==> config.mk <==
export PLATFORM = sky130hd
export DESIGN_NAME = lsu_agu
export DESIGN_NICKNAME = d
export VERILOG_FILES = /design/src/rtl/lsu_agu_pkg.sv /design/src/rtl/lsu_agu_addr.sv /design/src/rtl/lsu_agu_lanes.sv /design/src/rtl/lsu_agu_data.sv /design/src/rtl/lsu_agu.sv
export SDC_FILE = /design/constraint.sdc
export NUM_CORES = 1
export LEC_CHECK = 0
export ABC_AREA = 1
export CAP_MARGIN = 30
export CELL_PAD_IN_SITES_DETAIL_PLACEMENT = 1
export CELL_PAD_IN_SITES_GLOBAL_PLACEMENT = 1
export CORE_AREA = 3 3 152 214
export DETAILED_ROUTE_END_ITERATION = 16
export DIE_AREA = 0 0 155 217
export GPL_TIMING_DRIVEN = 0
export PLACE_DENSITY = 0.91
export RECOVER_POWER = 25
export SETUP_SLACK_MARGIN = 0.02
export SLEW_MARGIN = 10
export SYNTH_ARGS = -nofsm -noshare
export SYNTH_HDL_FRONTEND = slang
export SYNTH_SLANG_ARGS = --single-unit
==> constraint.sdc <==
create_clock -name clk -period 8.8 [get_ports clk]
set_input_delay 1.76 -clock clk [delete_from_list [all_inputs] [get_ports clk]]
set_output_delay 1.76 -clock clk [all_outputs]
set_load 0.01 [all_outputs]
==> src/rtl/lsu_agu_pkg.sv <==
package lsu_agu_pkg;
   typedef enum logic [1:0] {
      ACC_BYTE  = 2'b00,
      ACC_HALF  = 2'b01,
      ACC_WORD  = 2'b10,
      ACC_WORD2 = 2'b11
   } acc_size_e;

   function automatic int unsigned acc_bytes(input logic [1:0] code, input int unsigned word_bytes);
      case (code)
         2'b00:   acc_bytes = 1;
         2'b01:   acc_bytes = 2;
         default: acc_bytes = word_bytes;
      endcase
   endfunction
endpackage

==> src/rtl/lsu_agu_addr.sv <==
module lsu_agu_addr #(
   parameter int XLEN   = 32,
   parameter int DISP_W = 16,
   parameter int RIDX_W = 5
) (
   input  logic [RIDX_W-1:0] base_sel,
   input  logic [XLEN-1:0]   base_val,
   input  logic [XLEN-1:0]   index_val,
   input  logic [DISP_W-1:0] disp,
   input  logic              use_index,
   output logic [XLEN-1:0]   addr
);
   logic [XLEN-1:0] base_term;
   logic [XLEN-1:0] off_term;

   always_comb begin
      base_term = (base_sel == '0) ? '0 : base_val;
      off_term  = use_index ? index_val
                            : {{(XLEN-DISP_W){disp[DISP_W-1]}}, disp};
      addr      = base_term + off_term;
   end
endmodule

==> src/rtl/lsu_agu_lanes.sv <==
module lsu_agu_lanes #(
   parameter int BUS_BYTES = 8,
   localparam int OFF_W    = $clog2(BUS_BYTES),
   localparam int NB_W     = OFF_W + 1
) (
   input  logic [OFF_W-1:0]     offset,
   input  logic [NB_W-1:0]      nbytes,
   output logic [BUS_BYTES-1:0] lane_en,
   output logic                 crosses
);
   logic [NB_W-1:0] start_pos;
   logic [NB_W-1:0] end_pos;

   assign start_pos = {1'b0, offset};
   assign end_pos   = start_pos + nbytes;
   assign crosses   = end_pos > NB_W'(BUS_BYTES);

   for (genvar k = 0; k < BUS_BYTES; k++) begin : g_lane
      assign lane_en[k] = (NB_W'(k) >= start_pos) && (NB_W'(k) < end_pos);
   end
endmodule

==> src/rtl/lsu_agu_data.sv <==
module lsu_agu_data #(
   parameter int XLEN      = 32,
   parameter int BUS_BYTES = 8,
   localparam int BUS_W    = 8 * BUS_BYTES,
   localparam int OFF_W    = $clog2(BUS_BYTES),
   localparam int NB_W     = OFF_W + 1,
   localparam int WORD_B   = XLEN / 8
) (
   input  logic [OFF_W-1:0] offset,
   input  logic [NB_W-1:0]  nbytes,
   input  logic             little_end,
   input  logic [XLEN-1:0]  store_src,
   input  logic [BUS_W-1:0] load_bus,
   output logic [BUS_W-1:0] store_bus,
   output logic [XLEN-1:0]  load_result
);
   logic [NB_W-1:0]   shift_b;
   logic [NB_W+2:0]   shift_bits;
   logic [XLEN-1:0]   val_mask;

   always_comb begin
      // Big-endian puts the value's last byte at the highest lane, so the
      // shift is counted from the top of the bus; little-endian from lane 0.
      if (little_end) shift_b = {1'b0, offset};
      else            shift_b = NB_W'(BUS_BYTES) - {1'b0, offset} - nbytes;
      shift_bits  = {shift_b, 3'b000};
      val_mask    = (nbytes >= NB_W'(WORD_B)) ? '1
                                              : ~({XLEN{1'b1}} << {nbytes, 3'b000});
      store_bus   = BUS_W'(store_src & val_mask) << shift_bits;
      load_result = XLEN'(load_bus >> shift_bits) & val_mask;
   end
endmodule

==> src/rtl/lsu_agu.sv <==
module lsu_agu #(
   parameter int XLEN      = 32,
   parameter int DISP_W    = 16,
   parameter int RIDX_W    = 5,
   parameter int BUS_BYTES = 8
) (
   input  logic                   clk,
   input  logic                   rst_n,
   input  logic                   req_valid,
   input  logic [RIDX_W-1:0]      base_sel,
   input  logic [XLEN-1:0]        base_val,
   input  logic [XLEN-1:0]        index_val,
   input  logic [DISP_W-1:0]      disp,
   input  logic                   use_index,
   input  logic [1:0]             size,
   input  logic                   is_store,
   input  logic                   update,
   input  logic [RIDX_W-1:0]      dest_sel,
   input  logic                   little_end,
   input  logic [XLEN-1:0]        store_src,
   input  logic [8*BUS_BYTES-1:0] load_bus,
   output logic                   out_valid,
   output logic [XLEN-1:0]        eff_addr,
   output logic [BUS_BYTES-1:0]   byte_en,
   output logic [XLEN-1:0]        load_result,
   output logic [8*BUS_BYTES-1:0] store_bus,
   output logic                   wb_en,
   output logic [XLEN-1:0]        wb_value,
   output logic                   bad_form,
   output logic                   misalign
);
   import lsu_agu_pkg::*;

   localparam int BUS_W  = 8 * BUS_BYTES;
   localparam int OFF_W  = $clog2(BUS_BYTES);
   localparam int NB_W   = OFF_W + 1;
   localparam int WORD_B = XLEN / 8;

   if (XLEN % 8 != 0 || XLEN < 16)
      $error("lsu_agu: XLEN must be a multiple of 8 and at least 16");
   if (BUS_BYTES < 2 || (BUS_BYTES & (BUS_BYTES - 1)) != 0)
      $error("lsu_agu: BUS_BYTES must be a power of two");
   if (BUS_BYTES < WORD_B)
      $error("lsu_agu: bus narrower than a word");
   if (DISP_W > XLEN || DISP_W < 1)
      $error("lsu_agu: DISP_W out of range");

   logic [XLEN-1:0]      addr_c;
   logic [NB_W-1:0]      nbytes_c;
   logic [BUS_BYTES-1:0] lanes_c;
   logic                 cross_c;
   logic [BUS_W-1:0]     st_c;
   logic [XLEN-1:0]      ld_c;
   logic                 bad_c;

   assign nbytes_c = NB_W'(acc_bytes(size, WORD_B));

   lsu_agu_addr #(.XLEN(XLEN), .DISP_W(DISP_W), .RIDX_W(RIDX_W)) i_addr (
      .base_sel (base_sel),
      .base_val (base_val),
      .index_val(index_val),
      .disp     (disp),
      .use_index(use_index),
      .addr     (addr_c)
   );

   lsu_agu_lanes #(.BUS_BYTES(BUS_BYTES)) i_lanes (
      .offset (addr_c[OFF_W-1:0]),
      .nbytes (nbytes_c),
      .lane_en(lanes_c),
      .crosses(cross_c)
   );

   lsu_agu_data #(.XLEN(XLEN), .BUS_BYTES(BUS_BYTES)) i_data (
      .offset     (addr_c[OFF_W-1:0]),
      .nbytes     (nbytes_c),
      .little_end (little_end),
      .store_src  (store_src),
      .load_bus   (load_bus),
      .store_bus  (st_c),
      .load_result(ld_c)
   );

   assign bad_c = update && ((base_sel == '0) || (!is_store && (base_sel == dest_sel)));

   always_ff @(posedge clk) begin
      if (!rst_n || !req_valid) begin
         out_valid   <= 1'b0;
         eff_addr    <= '0;
         byte_en     <= '0;
         load_result <= '0;
         store_bus   <= '0;
         wb_en       <= 1'b0;
         wb_value    <= '0;
         bad_form    <= 1'b0;
         misalign    <= 1'b0;
      end else begin
         out_valid   <= 1'b1;
         eff_addr    <= addr_c;
         byte_en     <= cross_c ? '0 : lanes_c;
         load_result <= cross_c ? '0 : ld_c;
         store_bus   <= cross_c ? '0 : st_c;
         wb_en       <= update && !bad_c && !cross_c;
         wb_value    <= (update && !bad_c && !cross_c) ? addr_c : '0;
         bad_form    <= bad_c;
         misalign    <= cross_c;
      end
   end
endmodule

; Yosys cells after proc, flatten, opt, wreduce, memory -nomap -nowiden
; Index checks and enable logic that the tools add are counted.
; Widths: inputs -> output; s select.
[word_totals]
regBits = 172
inputBits = 195
out_inout_bits = 172
wordCells = 69
[op_classes]
n_addsub = 4
n_lt_le_gt_ge = 18
eq_ne = 2
shift = 3
muxes = 6
bitwise_logic = 4
reduce_logical = 23
[op_table]
columns = operator, n
row1 = $mux 32, 3
row2 = $and 32x32->32, 2
row3 = $shl 64x7->64, 1
row4 = $shr 64x7->32, 1
row5 = $add 32x32->32, 1
row6 = $not 32->32, 1
row7 = $shl 32x6->32 const A, 1
row8 = $lt 3x4->1 const A, 4
row9 = $ge 3x3->1 const A, 4
row10 = $logic_and 1x1->1, 12
row11 = $lt 1x4->1 const A, 2
row12 = $lt 2x4->1 const A, 2
row13 = $ge 1x3->1 const A, 2
row14 = $ge 2x3->1 const A, 2
row15 = $pmux 3 s2, 1
row16 = $eq 5x5->1, 1
row17 = $logic_not 1->1, 5
row18 = $logic_not 5->1, 1
row19 = $add 3x3->4, 1
row20 = $gt 4x4->1 const B, 1
row21 = $mux 4, 1
row22 = $reduce_or 2->1, 2
row23 = $sub 4x3->4, 1
row24 = $sub 4x3->4 const A, 1
row25 = 6 further kinds, 7

; Longest topological paths before layout
; Gate-level depths: netlist of the first run.
[depth]
depth_word = 9
ltp_mapped = 20
mapped_depth_nobuf = 20

; Cells and area by module
; Synthesis of the first run repeated with hierarchy kept, for this count alone.
[hier_totals]
hier_cells = 2138
hier_area_um2 = 12286.8
[modules_own_cells]
columns = mod, n_inst, cells_each, area_each_um2, seq_area_each_um2
row1 = lsu_agu, 1, 540, 4953.5, 3443.3
row2 = lsu_agu_data, 1, 929, 4038.9, 0.0
row3 = lsu_agu_addr, 1, 618, 2999.1, 0.0
row4 = lsu_agu_lanes, 1, 51, 295.3, 0.0

; Least setup slack after synthesis of the first run
; No wires, ideal clock.
[synth_timing]
path_kind = input to register
from = input use_index
to = register load_result[10]
setup_ns = 0.117
arrival_ns = 4.832
required_ns = 8.683
path_slack_ns = 3.851
stages = 15
n_path_buf = 2
cell_sequence = clkbuf_1 -> clkinv_1 -> nand2_1 -> nand2_1 -> ha_1 -> fa_1 -> ha_1 -> inv_1 -> ha_1 -> fa_1 -> o21ai_2 -> nand2_2 -> buf_2 -> o211ai_1 -> nor2_1
[synth_via]
elab_chain_len = 7
word_cells_on_any_way = 10
cone_classes = 4 x add/sub / 1 x order compare / 1 x shift / 2 x mux / 1 x bitwise / 1 x reduce/logical
[synth_lines]
columns = item, line
row1 = start: declaration, lsu_agu.sv:14  ; input logic use_index,
row2 = $mux 32 *, lsu_agu_addr.sv:18  ; off_term = use_index ? index_val
row3 = $add 32x32->32 *, lsu_agu_addr.sv:20  ; addr = base_term + off_term;
row4 = net addr_c[1], lsu_agu.sv:48  ; logic [XLEN-1:0] addr_c;
row5 = $sub 4x3->4 (2 in a row), lsu_agu_data.sv:25  ; else shift_b = NB_W'(BUS_BYTES) - {1'b0, offset} - nbytes;
row6 = $mux 4, lsu_agu_data.sv:24  ; if (little_end) shift_b = {1'b0, offset};
row7 = $shr 64x7->32, lsu_agu_data.sv:30  ; load_result = XLEN'(load_bus >> shift_bits) & val_mask;
row8 = $and 32x32->32, lsu_agu_data.sv:30
row9 = end signal: assignment, lsu_agu.sv:101  ; load_result <= cross_c ? '0 : ld_c;
row10 = end: declaration, lsu_agu.sv:25  ; output logic [XLEN-1:0] load_result,
; The timed path passes the listed nets; every way through them passes the cells marked *.
; A chain may end at the register's enable or synchronous reset.

; Final worst setup path of the first run
[layout_timing]
from = input base_sel[1]
to = register load_result[7]
[layout_via]
elab_chain_len = 8
word_cells_on_any_way = 11
cone_classes = 4 x add/sub / 1 x order compare / 1 x shift / 2 x mux / 1 x bitwise / 2 x reduce/logical
[layout_lines]
columns = item, line
row1 = start: declaration, lsu_agu.sv:10  ; input logic [RIDX_W-1:0] base_sel,
row2 = $logic_not 5->1 *, lsu_agu_addr.sv:17  ; base_term = (base_sel == '0) ? '0 : base_val;
row3 = $mux 32 *, lsu_agu_addr.sv:17
row4 = $add 32x32->32 *, lsu_agu_addr.sv:20
row5 = net addr_c[1], lsu_agu.sv:48
row6 = $sub 4x3->4 (2 in a row), lsu_agu_data.sv:25
row7 = $mux 4, lsu_agu_data.sv:24
row8 = $shr 64x7->32, lsu_agu_data.sv:30
row9 = $and 32x32->32, lsu_agu_data.sv:30
; Marks and branches as above.

==> results of run 1 <==
[power by group through the flow]
stage	combinational [uW]	clock [uW]	sequential (uW)
floorplan	570	0	887
global route	1180	885	850
finish	1090	847	845
CTS	1080	854	847
detailed placement	1080	0	864
global placement	1050	0	862
[worst max-delay path by stage]
stage	startpoint	endpoint	slack, ns	depth (start not counted)
global placement	base_sel[1]	load_result[13]	2.15	15
floorplan	use_index	load_result[10]	3.85	15
global route	base_sel[1]	load_result[7]	2.37	17
finish	base_sel[1]	load_result[7]	2.54	17
detailed placement	base_sel[1]	load_result[7]	2.11	17
CTS	base_sel[1]	load_result[7]	2.62	17
[metrics by stage]
| step | power (uW) | cell area [sq um] | hold WS [ns] | util | std cells |
|---|---|---|---|---|---|
| after floorplan | 1460 | 10100 | 1.91 | - | 1626 |
| after global placement | 1920 | 14200 | 2.36 | 0.464 | 2380 |
| after detailed placement | 1940 | 14200 | 2.36 | 0.464 | 2380 |
| after CTS | 2790 | 14900 | 1.88 | 0.485 | 2412 |
| after global routing | 2910 | 14900 | 1.94 | 0.485 | 2416 |
| final | 2780 | 14900 | 1.90 | 0.485 | 2417 |
[registers in the layout, summed over array words and instances, names as in the netlist]
name         cells
store_bus       64
eff_addr        32
load_result     32
wb_value        32
byte_en          8
bad_form         1
misalign         1
out_valid        1
wb_en            1
[area by class of cell]
| class | count | area, sq um |
|---|---|---|
| Inverter | 232 | 871 |
| Buffer | 66 | 343 |
| Clock buffer | 19 | 443 |
| Timing Repair Buffer | 364 | 3640 |
| Clock inverter | 13 | 201 |
| Fill cell | 4023 | 15800 |
| Tap cell | 390 | 488 |
| Sequential cell | 172 | 3440 |
| Multi-Input combinational cell | 1156 | 5460 |
| Antenna cell | 5 | 12.5 |
[logic make-up (layout without fill, tap and decap cells)]
| group | count (synthesis) | count (layout) |
|---|---|---|
| AOI/OAI and AO/OA | 232 | 232 |
| DFF | 172 | 172 |
| adders and majority gates | 43 | 43 |
| other | 0 | 5 |
| and+or+nand+nor | 857 | 857 |
| muxes | 6 | 6 |
| xor gates and xnor gates | 18 | 18 |
| buffers and inverters | 298 | 694 |
[cell usage after synthesis (3+ instances only)]
| library cell | instances | area share |
|---|---|---|
| xor2_1 | 5 | 0.0043 |
| inv_2 | 5 | 0.0019 |
| nor3_1 | 13 | 0.0064 |
| nor3b_1 | 3 | 0.0022 |
| nor2_1 | 233 | 0.086 |
| xnor2_1 | 13 | 0.011 |
| nand2_1 | 523 | 0.19 |
| nand3b_1 | 4 | 0.0030 |
| a21oi_1 | 62 | 0.031 |
| o211ai_1 | 6 | 0.0045 |
| o21ai_0 | 115 | 0.057 |
| o22ai_1 | 15 | 0.0093 |
| o21ai_1 | 12 | 0.0059 |
| mux2i_1 | 6 | 0.0059 |
| a211oi_1 | 4 | 0.0030 |
| buf_4 | 4 | 0.0030 |
| nand4_1 | 8 | 0.0049 |
| o221ai_1 | 3 | 0.0026 |
| fa_1 | 3 | 0.0059 |
| clkbuf_1 | 21 | 0.0078 |
| ha_1 | 40 | 0.049 |
| a31oi_1 | 6 | 0.0037 |
| dfxtp_1 | 172 | 0.34 |
| buf_6 | 5 | 0.0056 |
| nand3_1 | 62 | 0.031 |
| nand2_2 | 3 | 0.0019 |
| buf_2 | 34 | 0.017 |
| inv_1 | 225 | 0.083 |
[per-layer routing]
metal  part of all wire  routed length [um]
met2               0.54               26600
met3              0.059                2900
met5            0.00018                   9
met4              0.065                3200
met1               0.34               16800
[tightest hold or removal path, delay by kind of cell]
| kind | cells | cell delay [ns] |
|---|---|---|
| AND/OR/NAND/NOR | 2 | 0.15 |
| buffers and inverters | 1 | 0.39 |
[cells in the final DEF (no fill, tap or decap), types with 15 or more instances in the layout]
cell / instances
dfxtp_1: 172
o22ai_1: 15
nor2_1: 233
nand3_1: 62
buf_2: 34
clkbuf_1: 22
inv_1: 225
clkbuf_16: 17
clkdlybuf4s50_1: 279
nand2_1: 523
a21oi_1: 62
dlygate4sd3_1: 85
o21ai_0: 115
ha_1: 40
==> results.rst, run 1 <==
.. list-table::
   :header-rows: 1

   * - Metric
     - Value
   * - I/O Buffers
     - 364
   * - Power density over cell area
     - 187 mW/mm^2
   * - Synthesized cell area
     - 0.0101 sq mm
   * - Hold bufs inserted after CTS
     - 0
   * - Switch Pwr
     - 1070 uW
   * - Share of the clock period used by the worst path after layout
     - 0.712
   * - Hold Path Sink
     - bad_form
   * - Sum of overflow across all layers after global routing
     - 0
   * - Number of nets with antenna violations after routing
     - 0
   * - Number of maximum-capacitance violations
     - 0
   * - Final setup violation count
     - 0
   * - Share of the synthesized area in compound gates (AO/OA/AOI/OAI)
     - 0.124
   * - Synthesis-to-layout area growth
     - 47.3%
   * - CP Max Fanout
     - 10
   * - Count of flip-flops with a built-in enable after synthesis
     - 0
   * - Root Buffer Master
     - clkbuf_16
   * - Share of layout cells above drive strength 1
     - 0.0455
   * - Internal power summed over all cells
     - 1710 uW
   * - Synthesized-area fraction occupied by adder cells
     - 0.0554
   * - Last weighted congestion value of the routability-driven placer
     - 0.970
   * - Net count of the finished layout
     - 2247
   * - Placement Setup Slack
     - 2.11 ns
   * - Worst hold path startpoint
     - update
   * - Chip width
     - 155 um
   * - Routed wire length
     - 49.5 mm
   * - Number of H-tree levels
     - 4
   * - Count of different cell masters after synthesis
     - 42
   * - Cell repeated most along the worst path
     - inv_1
   * - Maximum number of pins on one net before global-route repair
     - 17
   * - Path type of the worst setup path
     - input port to flip-flop
   * - Flops & latches, synth
     - 172
   * - Met2 Use GR
     - 0.557
   * - Count of endpoints failing hold in the final timing report
     - 0
   * - Dominant combinational cell family by area after synthesis
     - simple AND/OR/NAND/NOR gates
   * - Unrepaired setup endpoints after global routing
     - no
   * - CTS max path bufs
     - 2
   * - Area of the core
     - 0.0307 sq mm
   * - Post-cts resize count
     - 0
   * - Effective utilization at floorplan
     - 0.329
   * - Required time of the worst setup path
     - 9.14 ns
   * - Clock buffers created by TritonCTS
     - 17
   * - Global-route wire length before repair
     - 74.3 mm
   * - Switching part of the total
     - 0.386
   * - Crit-path cells
     - clkdlybuf4s50_1 > nor2_1 > nand3_1 > clkbuf_1 > nand2_1 > inv_1 > fa_1 > inv_1 > fa_1 > inv_1 > nor2_1 > nand2_1 > nand2_1 > nand3_4 > nor2_1 > inv_1 > nor3_1
   * - Die Y-Extent
     - 217 um
   * - Leakage power
     - 0.00737 uW
   * - Critical Path Source Type
     - input port
   * - Most used DFF post-synth
     - dfxtp_1
   * - Peak ir drop on the vdd network
     - 0.102 mV
   * - DRC errors left
     - 0
   * - Row cnt
     - 76
   * - HPWL Detailed
     - 40.8 mm
   * - Crit path buf inv count
     - 6
   * - Worst EP arrival
     - 6.61 ns
   * - Register clock-pin slew on the reported worst setup and hold paths
     - 0.06 ns
   * - Vias in the first global route
     - 13500
   * - Cell depth of the worst min-delay path
     - 3
   * - Post-route setup slack
     - 2.54 ns
   * - Post-Synth Simple-Gate Area
     - 0.338
   * - Hold/Removal Path Class
     - input port to flip-flop
   * - Relative slew slack
     - 0.332
   * - Endpoint class of the critical path
     - flip-flop
   * - Clock Power Share
     - 0.304
   * - Multiplexer area fraction after synthesis
     - 0.00594
   * - CTS tree
     - done
   * - Cell family with most CP delay
     - simple AND/OR/NAND/NOR gates
   * - Total of warnings raised by yosys
     - 0
   * - Post-DR wirelength/cell
     - 20.5 um
   * - Syn_nets
     - 1864
   * - Xor-xnor portion of the synthesized cell area
     - 0.0156
   * - Initial antenna violation count
     - 6
   * - Via/cell ratio
     - 5.08
   * - DR vias
     - 12300
   * - Crit path max-delay cell type
     - fa_1
   * - DR pass1 iterations
     - 5
   * - Summed negative setup slack over all endpoints
     - 0 ns
   * - Met3 Usage GRT
     - 0.0469
   * - Total count of max-transition violations in the final report
     - 0
   * - Number of placed I/O pins
     - 367
   * - Die Outline Area
     - 0.0336 sq mm
   * - Drt initial violations
     - 570
   * - Sink count of the clock tree
     - 172
   * - Gr usage total
     - 0.288
   * - Top achievable clock speed
     - 0.160 GHz
   * - Logic gate share of total power
     - 0.392
   * - Fraction of power consumed by sequential logic
     - 0.304
   * - Run status
     - finished, final reports clean
   * - Synth async-reset ratio
     - 0
   * - Post-CTS setup repair buffer count
     - 0
   * - Post-layout min period
     - 6.26 ns
   * - Synth Instances
     - 1626
   * - Most used routing layer
     - met2
   * - Share of synthesized area occupied by flip-flops and latches
     - 0.340
   * - Slew of the pin with the lowest slew margin
     - 1.00 ns
   * - Met1 Track Usage GR
     - 0.278
   * - Average footprint of a synthesized cell
     - 6.22 sq um
   * - Largest stage delay, worst path
     - 0.71 ns
Note: power is estimated with default switching activity, not from simulation.
==> run 2, diff against run 1 <==
- CORE_AREA: 3 3 152 214 -> 3 3 160 224
- DIE_AREA: 0 0 155 217 -> 0 0 163 227
- PLACE_DENSITY: 0.91 -> 0.84
- clock period: 8.8 -> 6.2 ns (I/O delays scaled with it)
==> results.rst, run 2 (synthesis results as in run 1) <==
.. list-table::
   :header-rows: 1

   * - Metric
     - Value
   * - Crit path max-delay cell type
     - clkbuf_1 (was fa_1)
   * - Die Outline Area
     - 0.0370 sq mm (was 0.0336 sq mm)
   * - Row cnt
     - 80 (was 76)
   * - Chip width
     - 163 um (was 155 um)
   * - Flip-flop count of the largest register after layout
     - 64 (unchanged)
   * - Top achievable clock speed
     - 0.172 GHz
   * - Register clock-pin slew on the reported worst setup and hold paths
     - 0.07 ns (was 0.06 ns)
   * - Share of layout cells above drive strength 1
     - 0.0460 (was 0.0455)
   * - Peak ir drop on the vdd network
     - 0.118 mV (was 0.102 mV)
   * - Routed wire length
     - 49.9 mm (was 49.5 mm)
   * - Endpoint class of the critical path
     - flip-flop (unchanged)
   * - Required time of the worst setup path
     - 6.55 ns (was 9.14 ns)
   * - Smallest hold slack
     - 1.38 ns (was 1.90 ns)
   * - Dpl cell area
     - 0.0143 sq mm (was 0.0142 sq mm)
   * - Post-layout min period
     - 5.81 ns
   * - Leakage power
     - 0.00736 uW (was 0.00737 uW)
   * - Sink count of the clock tree
     - 172 (unchanged)
   * - Crit-path cells
     - clkdlybuf4s50_1 > nor2_1 > nand3_1 > clkbuf_1 > nand2_1 > inv_1 > fa_1 > ha_1 > inv_1 > ha_1 > fa_1 > o21ai_2 > clkbuf_1 > o221ai_1 > nor2_1 (was clkdlybuf4s50_1 > nor2_1 > nand3_1 > clkbuf_1 > nand2_1 > inv_1 > fa_1 > inv_1 > fa_1 > inv_1 > nor2_1 > nand2_1 > nand2_1 > nand3_4 > nor2_1 > inv_1 > nor3_1)
   * - Post-DR wirelength/cell
     - 20.2 um (was 20.5 um)
   * - Number of nets with antenna violations after routing
     - 0 (unchanged)
   * - Switching part of the total
     - 0.388 (was 0.386)
   * - Sum of overflow across all layers after global routing
     - 0 (unchanged)
   * - Share of the clock period used by the worst path after layout
     - 0.938
   * - Internal power summed over all cells
     - 2410 uW (was 1710 uW)
   * - Number of placed I/O pins
     - 367 (unchanged)
   * - Maximum number of pins on one net before global-route repair
     - 17 (unchanged)
   * - Cell Count, Final, Fillers Out
     - 2474 (was 2417)
   * - Run status
     - finished, final reports clean (unchanged)
   * - Global-route wire length before repair
     - 74.0 mm (was 74.3 mm)
   * - Number of maximum-capacitance violations
     - 0 (unchanged)
   * - Crit path buf inv count
     - 5 (was 6)
   * - Worst EP arrival
     - 6.16 ns (was 6.61 ns)
   * - Vias in the first global route
     - 13100 (was 13500)
   * - HPWL Detailed
     - 41.1 mm (was 40.8 mm)
   * - Final setup violation count
     - 0 (unchanged)
   * - Slew of the pin with the lowest slew margin
     - 0.858 ns (was 1.00 ns)
   * - Total power of the final layout
     - 3940 uW (was 2780 uW)
   * - Net count of the finished layout
     - 2247 (unchanged)
   * - Initial antenna violation count
     - 1 (was 6)
   * - Unrepaired setup endpoints after global routing
     - no (unchanged)
   * - Via/cell ratio
     - 4.96 (was 5.08)
   * - Relative slew slack
     - 0.428 (was 0.332)
   * - DRC errors left
     - 0 (unchanged)
   * - Cell family with most CP delay
     - buffers and inverters (was simple AND/OR/NAND/NOR gates)
   * - CTS tree
     - done (unchanged)
   * - Highest-count cells in the layout ignoring fill and taps
     - nand2_1, clkdlybuf4s50_1, nor2_1 (unchanged)
   * - Number of H-tree levels
     - 4 (unchanged)
   * - CTS max path bufs
     - 2 (unchanged)
   * - Area of the core
     - 0.0340 sq mm (was 0.0307 sq mm)
   * - DR vias
     - 12300 (about the same)
   * - Logic gate share of total power
     - 0.391 (was 0.392)
   * - Critical Path Source Type
     - input port (unchanged)
   * - CP Max Fanout
     - 10 (unchanged)
   * - Die Y-Extent
     - 227 um (was 217 um)
   * - Total count of max-transition violations in the final report
     - 0 (unchanged)
   * - Hold/Removal Path Class
     - input port to flip-flop (unchanged)
   * - Switch Pwr
     - 1530 uW (was 1070 uW)
   * - Power density over cell area
     - 263 mW/mm^2 (was 187 mW/mm^2)
   * - Summed negative setup slack over all endpoints
     - 0 ns (unchanged)
   * - Effective utilization at floorplan
     - 0.297 (was 0.329)
   * - Placed instance count
     - 2441 (was 2380)
   * - Fraction of power consumed by sequential logic
     - 0.304 (about the same)
   * - Synthesis-to-layout area growth
     - 47.9% (was 47.3%)
   * - Drt initial violations
     - 551 (was 570)
   * - Last weighted congestion value of the routability-driven placer
     - 0.928 (was 0.970)
   * - Largest stage delay, worst path
     - 0.61 ns (was 0.71 ns)
   * - Path type of the worst setup path
     - input port to flip-flop (unchanged)
   * - DR pass1 iterations
     - 6 (was 5)
   * - Count of endpoints failing hold in the final timing report
     - 0 (unchanged)
   * - I/O Buffers
     - 364 (unchanged)
   * - Clock Power Share
     - 0.305 (was 0.304)
   * - Register ranked first by flip-flop count
     - store_bus (unchanged)
   * - Gr usage total
     - 0.263 (was 0.288)
   * - Final design area excluding fillers
     - 0.0150 sq mm (was 0.0149 sq mm)
   * - Most common cell after layout, fill and taps aside
     - nand2_1 (unchanged)
   * - Clock buffers created by TritonCTS
     - 17 (unchanged)
   * - Root Buffer Master
     - clkbuf_16 (unchanged)
## run 2: cell types whose count changed in the layout (fill, tap and decap cells not counted)
cell      previous run  this run
clkbuf_8             1         0
clkinv_4             0         1
diode_2              5         1
inv_6                4         6
inv_8                3         1
nor2_1             233       232
nor2_2               0         1
## run 2: timing repair
action                                  CTS  global route
buffers inserted                          0             0
resized for setup                         0             1
endpoints found under the hold margin     0             0
endpoints found under the setup margin    0             1
hold buffers                              0             0
## run 2: power groups by stage
stage	clock network, uW	registers, uW	logic, uW
6_report	1200	1200	1540
5_1_grt	1260	1200	1670
4_1_cts	1220	1200	1540
3_5_place_dp	0	1230	1530
3_3_place_gp	0	1220	1510
2_1_floorplan	0	1260	809
## run 2: final cells by class
class                      instances  area [sq um]
fill                            4435         19100
multi-input combinational       1156          5460
timing repair buffer             364          3640
sequential                       172          3440
inverter                         232           871
tap                              451           564
clock buffer                      18           429
buffer                            66           343
clock inverter                    14           205
antenna                            1          2.50
## run 2: metal layers
layer  wire [um]  GRT usage  part of all wire  vias up
met5           0          0                 0        -
met4        2970      0.154             0.060        0
met3        2570     0.0420             0.051      144
met2       27000      0.513              0.54      523
met1       17400      0.259              0.35     5774
li1            -          -                 -     5822
## run 2: final timing paths
path / startpoint / end / slack, ns / depth (start not counted)
worst max-delay path: base_sel[2] / load_result[26] / 0.39 / 15
worst min-delay path: update / bad_form / 1.38 / 3
## run 2: through the flow
| stage | utilization | worst slack, ns |
|---|---|---|
| 2_1_floorplan | - | 1.77 |
| 3_3_place_gp | 0.421 | -0.0680 |
| 3_5_place_dp | 0.421 | -0.212 |
| 4_1_cts | 0.440 | 0.275 |
| 5_1_grt | 0.440 | 0.174 |
| 6_report | 0.440 | 0.387 |
